## src/rtl/rxf_pkg.sv

```systemverilog
package rxf_pkg;
  localparam int ID_W      = 29;
  localparam int STD_W     = 11;
  localparam int DLC_W     = 4;
  localparam int MAX_BYTES = 8;
  localparam int DATA_W    = MAX_BYTES * 8;

  typedef struct packed {
    logic [ID_W-1:0]   id;
    logic              ide;
    logic              rtr;
    logic [DLC_W-1:0]  dlc;
    logic [DATA_W-1:0] data;
  } rx_frame_t;
endpackage

```

## src/rtl/rxf_id_match.sv

```systemverilog
module rxf_id_match
  import rxf_pkg::*;
(
  input  logic            en_i,
  input  logic [ID_W-1:0] frm_id_i,
  input  logic            frm_ide_i,
  input  logic [ID_W-1:0] ref_id_i,
  input  logic            ref_ide_i,
  input  logic [ID_W-1:0] mask_i,
  output logic            hit_o
);
  logic [ID_W-1:0] span;  // bits that exist in this frame format
  logic [ID_W-1:0] diff;

  assign span  = frm_ide_i ? {ID_W{1'b1}} : {{(ID_W-STD_W){1'b0}}, {STD_W{1'b1}}};
  assign diff  = (frm_id_i ^ ref_id_i) & mask_i & span;
  assign hit_o = en_i && (frm_ide_i == ref_ide_i) && (diff == '0);
endmodule

```

## src/rtl/rxf_first_pick.sv

```systemverilog
module rxf_first_pick #(
  parameter int NB        = 15,
  parameter int CATCH_IDX = NB - 1,
  parameter int IW        = $clog2(NB)
) (
  input  logic [NB-1:0] hit_i,
  output logic          found_o,
  output logic [IW-1:0] idx_o
);
  // catch buffer loaded first so any ordinary hit overrides it; descending scan leaves lowest
  always_comb begin
    found_o = 1'b0;
    idx_o   = '0;
    if (hit_i[CATCH_IDX]) begin
      found_o = 1'b1;
      idx_o   = IW'(CATCH_IDX);
    end
    for (int i = NB - 1; i >= 0; i--) begin
      if (i != CATCH_IDX && hit_i[i]) begin
        found_o = 1'b1;
        idx_o   = IW'(i);
      end
    end
  end
endmodule

```

## src/rtl/rxf_payload_fmt.sv

```systemverilog
module rxf_payload_fmt
  import rxf_pkg::*;
(
  input  logic [DLC_W-1:0]  dlc_i,
  input  logic [DATA_W-1:0] data_i,
  output logic [DLC_W-1:0]  len_o,
  output logic [DATA_W-1:0] data_o
);
  assign len_o = (dlc_i > DLC_W'(MAX_BYTES)) ? DLC_W'(MAX_BYTES) : dlc_i;

  for (genvar k = 0; k < MAX_BYTES; k++) begin : g_byte
    assign data_o[8*k +: 8] = (DLC_W'(k) < len_o) ? data_i[8*k +: 8] : 8'h00;
  end
endmodule

```

## src/rtl/rxf_dispatch.sv

```systemverilog
module rxf_dispatch
  import rxf_pkg::*;
#(
  parameter int NB        = 15,
  parameter int CATCH_IDX = NB - 1
) (
  input  logic                   clk_i,
  input  logic                   rst_ni,
  input  logic                   frm_load_i,
  input  logic [ID_W-1:0]        frm_id_i,
  input  logic                   frm_ide_i,
  input  logic                   frm_rtr_i,
  input  logic [DLC_W-1:0]       frm_dlc_i,
  input  logic [DATA_W-1:0]      frm_data_i,
  input  logic                   frm_valid_i,
  input  logic [NB-1:0]          buf_rx_i,
  input  logic [NB*ID_W-1:0]     buf_id_i,
  input  logic [NB-1:0]          buf_ide_i,
  input  logic [ID_W-1:0]        glb_mask_i,
  input  logic [ID_W-1:0]        ind_mask_i,
  input  logic [NB-1:0]          irq_en_i,
  input  logic [NB-1:0]          clr_full_i,
  output logic                   wr_en_o,
  output logic [$clog2(NB)-1:0]  wr_idx_o,
  output logic [ID_W-1:0]        wr_id_o,
  output logic                   wr_ide_o,
  output logic                   wr_rtr_o,
  output logic [DLC_W-1:0]       wr_dlc_o,
  output logic [DATA_W-1:0]      wr_data_o,
  output logic                   irq_o,
  output logic [NB-1:0]          full_o
);
  localparam int IW = $clog2(NB);

  rx_frame_t stg_q;
  rx_frame_t out_q;
  logic [IW-1:0] idx_q;
  logic          wr_q, irq_q;
  logic [NB-1:0] full_q;

  // hidden staging register
  always_ff @(posedge clk_i or negedge rst_ni) begin
    if (!rst_ni) stg_q <= '0;
    else if (frm_load_i) stg_q <= '{id: frm_id_i, ide: frm_ide_i, rtr: frm_rtr_i,
                                    dlc: frm_dlc_i, data: frm_data_i};
  end

  logic [NB-1:0] hit;
  for (genvar i = 0; i < NB; i++) begin : g_buf
    logic [ID_W-1:0] mask;
    if (i == CATCH_IDX) begin : g_ind
      assign mask = ind_mask_i;
    end else begin : g_glb
      assign mask = glb_mask_i;
    end
    rxf_id_match u_match (
      .en_i      (buf_rx_i[i]),
      .frm_id_i  (stg_q.id),
      .frm_ide_i (stg_q.ide),
      .ref_id_i  (buf_id_i[i*ID_W +: ID_W]),
      .ref_ide_i (buf_ide_i[i]),
      .mask_i    (mask),
      .hit_o     (hit[i])
    );
  end

  logic          found;
  logic [IW-1:0] pick_idx;
  rxf_first_pick #(.NB(NB), .CATCH_IDX(CATCH_IDX), .IW(IW)) u_pick (
    .hit_i   (hit),
    .found_o (found),
    .idx_o   (pick_idx)
  );

  logic [DLC_W-1:0]  len;
  logic [DATA_W-1:0] dat;
  rxf_payload_fmt u_fmt (
    .dlc_i  (stg_q.dlc),
    .data_i (stg_q.data),
    .len_o  (len),
    .data_o (dat)
  );

  logic          accept;
  logic [NB-1:0] set_vec;
  assign accept  = frm_valid_i && found;
  assign set_vec = accept ? (NB'(1) << pick_idx) : '0;

  always_ff @(posedge clk_i or negedge rst_ni) begin
    if (!rst_ni) begin
      wr_q   <= 1'b0;
      irq_q  <= 1'b0;
      idx_q  <= '0;
      out_q  <= '0;
      full_q <= '0;
    end else begin
      wr_q   <= accept;
      irq_q  <= accept && irq_en_i[pick_idx];
      full_q <= (full_q & ~clr_full_i) | set_vec;  // set beats clear
      if (accept) begin
        idx_q <= pick_idx;
        out_q <= '{id: stg_q.id, ide: stg_q.ide, rtr: stg_q.rtr, dlc: len, data: dat};
      end
    end
  end

  assign wr_en_o   = wr_q;
  assign wr_idx_o  = idx_q;
  assign wr_id_o   = out_q.id;
  assign wr_ide_o  = out_q.ide;
  assign wr_rtr_o  = out_q.rtr;
  assign wr_dlc_o  = out_q.dlc;
  assign wr_data_o = out_q.data;
  assign irq_o     = irq_q;
  assign full_o    = full_q;
endmodule

```

## config.mk

```make
export PLATFORM = sky130hd
export DESIGN_NAME = rxf_dispatch
export DESIGN_NICKNAME = d
export VERILOG_FILES = /design/src/rtl/rxf_pkg.sv /design/src/rtl/rxf_id_match.sv /design/src/rtl/rxf_first_pick.sv /design/src/rtl/rxf_payload_fmt.sv /design/src/rtl/rxf_dispatch.sv
export SDC_FILE = /design/constraint.sdc
export NUM_CORES = 1
export LEC_CHECK = 0
export BUFFER_PORTS_ARGS = -buffer_cell sky130_fd_sc_hd__buf_2
export CAP_MARGIN = 40
export CELL_PAD_IN_SITES_DETAIL_PLACEMENT = 1
export CELL_PAD_IN_SITES_GLOBAL_PLACEMENT = 2
export CORE_AREA = 3 3 298 300
export CTS_CLUSTER_SIZE = 10
export DETAILED_ROUTE_END_ITERATION = 10
export DIE_AREA = 0 0 301 303
export PLACE_DENSITY = 0.58
export SYNTH_ARGS = -nofsm -noshare
export SYNTH_HDL_FRONTEND = slang
export SYNTH_SLANG_ARGS = --single-unit
```

## constraint.sdc

```tcl
create_clock -name clk_i -period 5.8 [get_ports clk_i]
set_input_delay 1.16 -clock clk_i [delete_from_list [all_inputs] [get_ports clk_i]]
set_output_delay 1.16 -clock clk_i [all_outputs]
set_load 0.03 [all_outputs]
```

==> summary.md, run 1 <==
| Metric | Value |
|---|---|
| Critical Path AT | approximately 5000 ps |
| Max Clock Freq | 0.218 GHz |
| Port bufs | approximately 780 |
| Worst-path clk slew | roughly 60 ps |
| Peak fanout along the critical path | 67 |
| Clk root buf | clkbuf_16 |
| Register Area | roughly 5500 um2 |
| Status | finished, final reports clean |
| Largest net degree at the start of global routing | about 120 |
| Core box area | between 80000 and 90000 um2 |
| Detailed placement HPWL | 77600 um |
| WL/cell | approximately 27 um |
| Die area | between 90000 and 100000 um2 |
| Final Max Tran Viols | 0 |
| DRT Pass-1 Iters | 5 |
| Number of I/O pins | between 700 and 800 |
| Final Skew | 16.4 ps |
| Sequential area share after synthesis | 0.352 |
| GPL Wtd Cong | ~0.93 |
| Commonest non-fill, non-tap cells in the layout | 773 x buf_2, 435 x xor2_1, 223 x nand2_1, 217 x dfrtp_1, 139 x a22oi_1 |
| Post-route ant nets | 0 |
| Slew @ Worst Pin | around 1000 ps |
| Drt total wl | between 90000 and 100000 um |
| Hold Fails Final Rpt | 0 |
| Met1 wire length | about 38000 um |
| Clock sinks | roughly 220 |
| Die width | 301 um |
| Period utilization | 0.793 |
| P_leak | about 11 nW |
| Max-slew headroom | 0.327 |
| Vias/cell | ~4.5 |
| Min Hold Slack | between 400 and 500 ps |
| Layout cells sized above 1 | 0.431 |
| DIE HEIGHT | 303 um |
| Area Overhead vs Synth | 40.2% |
| Top Metal Used | met5 |
| Fillers | 10300 |
| R2R Setup Slk | 1200 ps |
| Clock tree buffer depth | 3 |
| CP Capture Type | flip-flop |
| Number of placement rows | 108 |
| Hold Buf Count CTS | 0 |
| Core Util, Final | 0.253 |
| Post-CTS setup buffers | 0 |
| Mapped Cells | 1616 |
| EDFF count, synth | 0 |
| Worst hold path depth | 2 |
| Worst-Skew Late Latency | around 570 ps |
| MaxCap Viol Count | 0 |
| Net count, final | 3005 |
| Critical path type | reg -> reg |
| H-tree Lvls | 1 |
| CP Launch Type | flip-flop |
| Fin Setup TNS | 0 ps |
| Ys Warns | 0 |
| Initial antenna violation count | 50 |
| Gr ovfl total | 0 |
| FF-to-FF path depth | 12 |
| Num CTS Buffers | 29 |
| FF+latch count, synth | between 200 and 250 |
| First-pass GRT wire length | between 100000 and 150000 um |
| Syn_nets | around 2300 |
| TritonCTS clock tree | built |
| Total global-route track usage | 0.200 |
| Synthesized area per cell | approximately 9.6 um2 |
| CP required | 6250 ps |
| Multi-input gate area | ~9400 um2 |
| Effective utilization at floorplan | 0.180 |
| # setup viols final | 0 |
| RSZ-0062 raised after global routing | false |
| Post-route DRC | 0 |
| WL met2 | approximately 47000 um |
| Met3 wire length | 8770 um |
| Async SR Flop Fraction | 1.00 |
| Pwr per Cell Area | around 310 nW/um2 |
| Top_reg_cell synth | dfrtp_1 |
| Commonest non-fill, non-tap cell in the layout | buf_2 |
| Post-synth cell types | 58 |
| DR vias | 15800 |
| Cts repair resizes | 0 |
| Tmin final | 4600 ps |
| Peak supply drop | between 0.2 and 0.25 mV |
| Vias in the first global route | between 15000 and 20000 |
| First DRT Iteration DRCs | about 860 |
| Syn Std Cell Area | about 16000 um2 |
| Hold WC Path Type | reg -> reg |
## path summary, 6_finish.rpt
check / from / end
hold / removal: wr_data_o[37] / wr_data_o[37]
max in group asynchronous: rst_ni / stg_q[30]
hold reg to reg: wr_data_o[37] / wr_data_o[37]
min in group asynchronous: rst_ni / stg_q[6]
setup reg to reg: stg_q[81] / wr_dlc_o[3]
setup / recovery: stg_q[81] / wr_dlc_o[3]
## flip-flops by register name (all words and copies together) (netlist names)
name,count
wr_data_o,64
full_o,15
wr_rtr_o,1
stg_q,99
wr_id_o,29
irq_o,1
wr_dlc_o,4
wr_idx_o,4
wr_ide_o,1
wr_en_o,1
## per-stage QoR
stage | std cells | worst slack [ps] | cell area, um2 | power (W)
after CTS | 3515 | 1110 | 21800 | 0.00702
after global placement | 3459 | 899 | 20600 | 0.00513
final | 3545 | 1200 | 21900 | 0.00688
after detailed placement | 3473 | 851 | 20900 | 0.00520
after floorplan | 1616 | 2130 | 15600 | 0.00387
after global routing | 3531 | 991 | 21800 | 0.00731
## logic make-up (layout without fill, tap and decap cells)
logic type | Yosys count | count (layout) | share of synthesized area
AOI/OAI and AO/OA | 317 | 317 | 0.146
xor gates and xnor gates | 450 | 450 | 0.253
buffers and inverters | 147 | 891 | 0.0455
DFF | 219 | 219 | 0.352
muxes | 137 | 137 | 0.101
other | 0 | 30 | 0
and+or+nand+nor | 346 | 346 | 0.103
## cells in the mapped netlist (2+ instances only)
library cell	number	share of area
and2_1	5	0.0020
o21ai_0	71	0.023
mux2_4	10	0.0096
buf_6	10	0.0072
o22ai_1	12	0.0048
nor4_1	6	0.0024
a21o_1	3	0.0014
o31ai_1	2	0.00096
inv_1	19	0.0046
a21oi_1	6	0.0019
xor2_1	435	0.24
clkbuf_1	58	0.014
nand4_1	58	0.023
a221oi_1	25	0.014
nand2b_1	6	0.0024
nand3_1	12	0.0039
nor3_1	2	0.00064
nand4b_1	2	0.0011
a22oi_1	139	0.067
a211o_1	9	0.0051
mux2i_1	3	0.0019
o41ai_1	5	0.0028
o32ai_1	3	0.0017
buf_2	54	0.017
xnor2_1	15	0.0084
nor2_1	7	0.0017
nor2b_1	4	0.0016
mux2_2	124	0.090
nand2_1	223	0.054
and3_1	9	0.0036
a22o_1	26	0.015
o2111ai_1	2	0.0011
buf_4	4	0.0019
dfrtp_1	219	0.35
buf_1	2	0.00048
o211ai_1	3	0.0014
or2_2	2	0.00080
## report_power, final
group          internal (W)  leakage (nW)  switching (W)  total (W)
Sequential          0.00192          2.70       0.000307    0.00222
Combinational       0.00104          7.55        0.00188    0.00292
Clock               0.00102         0.423       0.000714    0.00174
Total               0.00398          10.7        0.00291    0.00688
## metal layers
metal  track usage  vias up
li1              -     7169
met1         0.231     7838
met2         0.345      661
met3        0.0701      148
met4        0.0619       30
met5             0        -
## critical path, cell delays in order, from the launching register on
cell     delay (ps)
dfrtp_1         810
buf_4           390
xor2_1          310
a22oi_1         110
and3_1          200
nand4_1         230
a211o_1         320
and2_1          320
and2_4          230
nor2b_4         180
a21bo_4         380
buf_4           570
mux2_2          400
## layout make-up
class,count,area share
diodes,30,0.00344
multi-input cells,1250,0.431
clock buffers,34,0.0354
repair buffers,830,0.205
clock inverters,8,0.00481
inverters,19,0.00326
flip-flops and latches,219,0.251
well taps,1155,0.0661
No activity file was read; power rests on OpenSTA's default activity.
==> run 2, diff against run 1 <==
--- a/config.mk
+++ b/config.mk
@@ -9,11 +9,11 @@
 export CAP_MARGIN = 40
 export CELL_PAD_IN_SITES_DETAIL_PLACEMENT = 1
 export CELL_PAD_IN_SITES_GLOBAL_PLACEMENT = 2
-export CORE_AREA = 3 3 298 300
+export CORE_AREA = 3 3 300 302
 export CTS_CLUSTER_SIZE = 10
 export DETAILED_ROUTE_END_ITERATION = 10
-export DIE_AREA = 0 0 301 303
-export PLACE_DENSITY = 0.58
+export DIE_AREA = 0 0 303 305
+export PLACE_DENSITY = 0.57
 export SYNTH_ARGS = -nofsm -noshare
 export SYNTH_HDL_FRONTEND = slang
 export SYNTH_SLANG_ARGS = --single-unit
==> constraint.sdc (replaced) <==
create_clock -name clk_i -period 4.8 [get_ports clk_i]
set_input_delay 0.96 -clock clk_i [delete_from_list [all_inputs] [get_ports clk_i]]
set_output_delay 0.96 -clock clk_i [all_outputs]
set_load 0.03 [all_outputs]
==> summary.md, run 2 (same netlist as run 1, synthesis figures left out) <==
| Metric | Value |
|---|---|
| Commonest non-fill, non-tap cells in the layout | 773 x buf_2, 435 x xor2_1, 223 x nand2_1, 218 x dfrtp_1, 139 x a22oi_1 |
| Largest net degree at the start of global routing | 118 (-2.5%) |
| Tmin final | 4480 ps (-122 ps) |
| Final Max Tran Viols | 0 (unchanged) |
| H-tree Lvls | 1 (unchanged) |
| GPL Wtd Cong | 0.913 (-1.3%) |
| Top reg by flops | stg_q |
| Detailed placement HPWL | 79900 um (+2.9%) |
| Worst path most repeated cell | buf_4 |
| Peak supply drop | 0.338 mV (+44%) |
| DIE HEIGHT | 305 um (+0.66%) |
| Clk root buf | clkbuf_16 |
| Power consumption | 0.00825 W (+20%) |
| Area Overhead vs Synth | 40.6% |
| Logic depth of the worst path, buffers included | 14 (+2) |
| Filler-free cell count of the finished design | 3578 (+0.93%) |
| P_leak | 10.7 nW (+0.62%) |
| Cts repair resizes | 0 (unchanged) |
| Total global-route track usage | 0.202 (+0.00242) |
| Vias/cell | 4.46 (-0.19%) |
| Clock tree buffer depth | 3 (unchanged) |
| TritonCTS clock tree | built |
| Number of I/O pins | 776 (unchanged) |
| Number of placement rows | 109 (+0.93%) |
| RSZ-0062 raised after global routing | false |
| Hold Buf Count CTS | 0 (unchanged) |
| Num CTS Buffers | 28 (-3.4%) |
| Commonest non-fill, non-tap cell in the layout | buf_2 |
| Worst-path clk slew | 60 ps (about the same) |
| FF-to-FF path depth | 14 (+2) |
| Layout cells sized above 1 | 0.435 (+0.00363) |
| Final Skew | 22.8 ps (+6.35 ps) |
| Placed cells | 3505 (+0.92%) |
| First DRT Iteration DRCs | 783 (-8.5%) |
| Slew @ Worst Pin | 1040 ps (+29.5 ps) |
| WL/cell | 27.4 um (+0.61%) |
| CP Launch Type | flip-flop |
| Cell Chain, Critical Path | buf_4 > xor2_1 > a22o_1 > a221oi_1 > buf_4 > nand4_1 > buf_4 > a211o_1 > o211ai_1 > o211ai_2 > a21oi_2 > mux2i_1 > a2111o_1 > o2111ai_1 |
| Finished Cell Area | 21900 um2 (+0.31%) |
| Bufs and invs on worst path | 3 (+1) |
| Vias in the first global route | 17700 (+2.6%) |
| Post-route DRC | 0 (unchanged) |
| Critical path type | reg -> reg |
| MaxCap Viol Count | 0 (unchanged) |
| Initial antenna violation count | 52 (+4.0%) |
| Port bufs | 775 (unchanged) |
| Hold Fails Final Rpt | 0 (unchanged) |
| Fin Setup TNS | 0 ps (unchanged) |
| Peak fanout along the critical path | 10 (-85%) |
| Pwr per Cell Area | 376 nW/um2 (+19%) |
| Critical Path AT | 4950 ps (-100 ps) |
| Die width | 303 um (+0.66%) |
| Slowest-stage cell, CP | dfrtp_1 |
| CP top delay family | compound AO/OA/AOI/OAI gates |
| Period utilization | 0.932 (+0.140) |
| Status | finished, final reports clean |
| Critical Path Max Stage Delay | 810 ps (about the same) |
| CP required | 5280 ps (-970 ps) |
| Effective utilization at floorplan | 0.177 (-0.00304) |
| Post-route ant nets | 0 (unchanged) |
| Max-slew headroom | 0.307 (-0.0197) |
| Drt total wl | 97900 um (+1.5%) |
| CP Capture Type | flip-flop |
| First-pass GRT wire length | 134000 um (+3.1%) |
| DR vias | 16000 (+0.74%) |
| Gr ovfl total | 0 (unchanged) |
| Net count, final | 3026 (+0.70%) |
| Core box area | 88000 um2 (+1.7%) |
| Hold WC Path Type | in -> async |
| Placed cell areas | 21000 um2 (+0.46%) |
| # setup viols final | 0 (unchanged) |
| Max Clock Freq | 0.223 GHz (+2.7%) |
| Clock sinks | 219 (unchanged) |
| DRT Pass-1 Iters | 5 (unchanged) |
| Largest register FFs | 99 (unchanged) |
| Worst-Skew Late Latency | 580 ps (about the same) |
| Post-CTS setup buffers | 0 (unchanged) |
| Die area | 92400 um2 (+1.3%) |
## run 2: per-stage QoR
stage                     hold WS [ps]  setup WS (ps)   util
after floorplan                    477           1330      -
after global placement             458            175  0.238
after detailed placement           469            152  0.239
after CTS                          483            242  0.248
after global routing               509           83.9  0.249
final                              477            325  0.249
## run 2: area by class of cell
type | instances | area (um2)
Sequential cell | 219 | 5480
Antenna cell | 29 | 72.6
Timing Repair Buffer | 852 | 4550
Tap cell | 1165 | 1460
Fill cell | 10400 | 66000
Inverter | 19 | 71.3
Multi-Input combinational cell | 1250 | 9430
Clock inverter | 5 | 81.3
Clock buffer | 39 | 772
## run 2: power by group
part	internal, W	switching [W]	total, W
Clock	0.00117	0.000877	0.00204
Sequential	0.00232	0.000383	0.00270
Combinational	0.00126	0.00225	0.00351
Total	0.00474	0.00351	0.00825
## run 2: final timing paths
kind	startpoint	end	slack (ps)
min in group clk_i	wr_data_o[26]	wr_data_o[26]	480
max in group asynchronous	rst_ni	stg_q[24]	3320
min	rst_ni	stg_q[40]	480
max	stg_q[94]	irq_o	320
max reg2reg	stg_q[94]	irq_o	320
min reg2reg	wr_data_o[26]	wr_data_o[26]	480
## run 2: routing by layer
| layer | track usage | share of wire | wire length (um) | vias up |
|---|---|---|---|---|
| met5 | 0 | 0.0023 | 226 | - |
| met4 | 0.0528 | 0.024 | 2370 | 32 |
| met1 | 0.243 | 0.40 | 39400 | 7950 |
| met2 | 0.351 | 0.49 | 48000 | 650 |
| li1 | - | - | - | 7196 |
| met3 | 0.0580 | 0.081 | 7940 | 135 |
==> run 3, diff against run 2 <==
--- a/config.mk
+++ b/config.mk
@@ -5,7 +5,7 @@
 export SDC_FILE = /design/constraint.sdc
 export NUM_CORES = 1
 export LEC_CHECK = 0
-export BUFFER_PORTS_ARGS = -buffer_cell sky130_fd_sc_hd__buf_2
+export BUFFER_PORTS_ARGS = -buffer_cell sky130_fd_sc_hd__clkbuf_2
 export CAP_MARGIN = 40
 export CELL_PAD_IN_SITES_DETAIL_PLACEMENT = 1
 export CELL_PAD_IN_SITES_GLOBAL_PLACEMENT = 2
@@ -14,6 +14,7 @@
 export DETAILED_ROUTE_END_ITERATION = 10
 export DIE_AREA = 0 0 303 305
 export PLACE_DENSITY = 0.57
+export SETUP_SLACK_MARGIN = 0.2
 export SYNTH_ARGS = -nofsm -noshare
 export SYNTH_HDL_FRONTEND = slang
 export SYNTH_SLANG_ARGS = --single-unit
==> summary.md, run 3 (same netlist as run 1, synthesis figures left out) <==
| Metric | Value |
|---|---|
| Num CTS Buffers | 27 (-3.6%) |
| Critical path type | reg -> reg |
| Net count, final | 3029 (+0.099%) |
| Reg2reg end | irq_o |
| Commonest non-fill, non-tap cells in the layout | 773 x clkbuf_2, 435 x xor2_1, 223 x nand2_1, 218 x dfrtp_1, 139 x a22oi_1 |
| Sw Ratio | 0.428 (+0.00280) |
| Post-route DRC | 0 (unchanged) |
| Met3 wire length | 8320 um (+4.9%) |
| Area Overhead vs Synth | 40.4% |
| Effective utilization at floorplan | 0.177 (unchanged) |
| Number of I/O pins | 776 (unchanged) |
| Number of placement rows | 109 (unchanged) |
| Worst-Skew Late Latency | 570 ps (about the same) |
| CP required | 5270 ps (about the same) |
| Max Clock Freq | 0.231 GHz (+3.3%) |
| WL/cell | 27.6 um (+0.86%) |
| Cell Chain, Critical Path | buf_4 > xor2_1 > a22oi_1 > nand3_1 > o31ai_1 > buf_4 > nand4b_1 > nor3b_1 > o211ai_2 > a21oi_2 > mux2i_1 > a2111o_1 > o2111ai_1 |
| Largest net degree at the start of global routing | 114 (-3.4%) |
| Hold Buf Count CTS | 0 (unchanged) |
| Period utilization | 0.902 (-0.0302) |
| Worst R2R Start | stg_q[97] |
| Critical Path AT | 4800 ps (-150 ps) |
| Sequential fraction of design power | 0.337 (+0.010) |
| DRT Pass-1 Iters | 6 (+1) |
| P_leak | 10.8 nW (+0.92%) |
| Clock tree buffer depth | 3 (unchanged) |
| Status | finished, final reports clean |
| Commonest non-fill, non-tap cell in the layout | clkbuf_2 |
| Clock power frac | 0.233 (-0.015) |
| Worst-path clk slew | 60 ps (about the same) |
| Worst path most repeated cell | buf_4 |
| Pwr per Cell Area | 371 nW/um2 (-1.3%) |
| Detailed placement HPWL | 82000 um (+2.7%) |
| Layout cells sized above 1 | 0.436 (+0.00102) |
| Slew @ Worst Pin | 997 ps (-42.2 ps) |
| Post-CTS setup buffers | 0 (unchanged) |
| First DRT Iteration DRCs | 982 (+25%) |
| Fin Setup TNS | 0 ps (unchanged) |
| Top reg by flops | stg_q |
| Vias in the first global route | 17800 (+0.58%) |
| Net Switching | 0.00348 W (-0.84%) |
| Vias/cell | 4.50 (+0.94%) |
| Final Skew | 16.9 ps (-5.85 ps) |
| CP Launch Type | flip-flop |
| TritonCTS clock tree | built |
| GPL Wtd Cong | 0.911 (-0.20%) |
| Slowest-stage cell, CP | dfrtp_1 |
| Peak fanout along the critical path | 10 (unchanged) |
| Initial antenna violation count | 32 (-38%) |
| Min Hold Slack | 459 ps (-18.4 ps) |
| Core box area | 88000 um2 (unchanged) |
| Top Metal Used | met5 |
| R2R Setup Slk | 470 ps (+150 ps) |
| Critical Path Max Stage Delay | 850 ps (+40 ps) |
| CP Capture Type | flip-flop |
| DIE HEIGHT | 305 um (unchanged) |
| Filler-free cell count of the finished design | 3570 (-0.22%) |
| Gr ovfl total | 0 (unchanged) |
| Largest register FFs | 99 (unchanged) |
| Port bufs | 775 (unchanged) |
| Cts repair resizes | 0 (unchanged) |
| H-tree Lvls | 1 (unchanged) |
| Post-route ant nets | 0 (unchanged) |
| Placed cells | 3509 (+0.11%) |
| Die area | 92400 um2 (unchanged) |
| Hold Fails Final Rpt | 0 (unchanged) |
| Internal power | 0.00464 W (-2.0%) |
| # setup viols final | 0 (unchanged) |
| Logic pwr share | 0.430 (+0.005) |
| Clk root buf | clkbuf_16 |
| RSZ-0062 raised after global routing | false |
| Drt total wl | 98500 um (+0.64%) |
| DR vias | 16100 (+0.71%) |
| Hold WC Path Type | in -> async |
| Tmin final | 4330 ps (-145 ps) |
| WL met2 | 48200 um (+0.47%) |
| Crit path from | stg_q[97] |
| Clock sinks | 219 (unchanged) |
| Final Max Tran Viols | 0 (unchanged) |
| Max-slew headroom | 0.335 (+0.0281) |
| Die width | 303 um (unchanged) |
| Met1 wire length | 39000 um (-0.99%) |
| Peak supply drop | 0.329 mV (-2.7%) |
| Fillers | 10400 (-0.14%) |
| Total global-route track usage | 0.204 (+0.00134) |
| MaxCap Viol Count | 0 (unchanged) |
| Worst setup path end | irq_o |
| FF-to-FF path depth | 13 (-1) |
| First-pass GRT wire length | 135000 um (+0.34%) |
==> run 3: cell types whose count changed in the layout (fill, tap and decap cells not counted), moves of 2 or more <==
cell | previous run | this run
buf_16 | 0 | 2
buf_2 | 773 | 0
buf_4 | 71 | 75
clkbuf_1 | 8 | 5
clkbuf_2 | 0 | 773
diode_2 | 29 | 22
==> run 3: layout make-up <==
type	count	area [um2]	share of cell area
multi-input cells	1250	9430	0.431
flip-flops and latches	219	5480	0.250
repair buffers	856	4600	0.210
well taps	1165	1460	0.0666
clock buffers	36	749	0.0342
inverters	19	71.3	0.00326
diodes	22	55.1	0.00252
clock inverters	3	32.5	0.00149
==> run 3: routing by layer <==
| layer | vias up | GRT usage |
|---|---|---|
| met4 | 18 | 0.0600 |
| met5 | - | 0 |
| met3 | 138 | 0.0558 |
| met1 | 7994 | 0.243 |
| li1 | 7191 | - |
| met2 | 736 | 0.354 |
==> run 3: worst min-delay path by stage <==
stage | startpoint | end | depth (start not counted)
after floorplan | stg_q[68] | wr_rtr_o | 1
after global placement | wr_data_o[20] | wr_data_o[20] | 2
after detailed placement | wr_data_o[26] | wr_data_o[26] | 2
after CTS | wr_data_o[26] | wr_data_o[26] | 2
after global routing | wr_data_o[28] | wr_data_o[28] | 2
final | rst_ni | wr_data_o[32] | 1
==> run 3: through the flow <==
| step | worst slack [ps] | power [W] | cell area [um2] | utilization |
|---|---|---|---|---|
| 2_1_floorplan | 1330 | 0.00468 | 15600 | - |
| 6_report | 470 | 0.00813 | 21900 | 0.249 |
| 5_1_grt | 251 | 0.00864 | 21900 | 0.248 |
| 3_3_place_gp | 242 | 0.00626 | 21000 | 0.239 |
| 4_1_cts | 353 | 0.00829 | 21800 | 0.248 |
| 3_5_place_dp | 155 | 0.00631 | 21000 | 0.239 |
==> run 3: worst max-delay path: cells and delay by family (launching register included) <==
| family | cells | cell delay, ps |
|---|---|---|
| AO/OA/AOI/OAI | 6 | 1830 |
| buffers and inverters | 2 | 580 |
| XOR/XNOR | 1 | 110 |
| flip-flops | 1 | 850 |
| multiplexers | 1 | 120 |
| AND/OR/NAND/NOR | 3 | 730 |
==> run 3: power groups by stage <==
stage          registers (W)  logic, W  clock network, W
3_5_place_dp         0.00277   0.00353                 0
6_report             0.00274   0.00350           0.00189
5_1_grt              0.00281   0.00377           0.00206
3_3_place_gp         0.00278   0.00348                 0
2_1_floorplan        0.00334   0.00134                 0
4_1_cts              0.00275   0.00354           0.00199
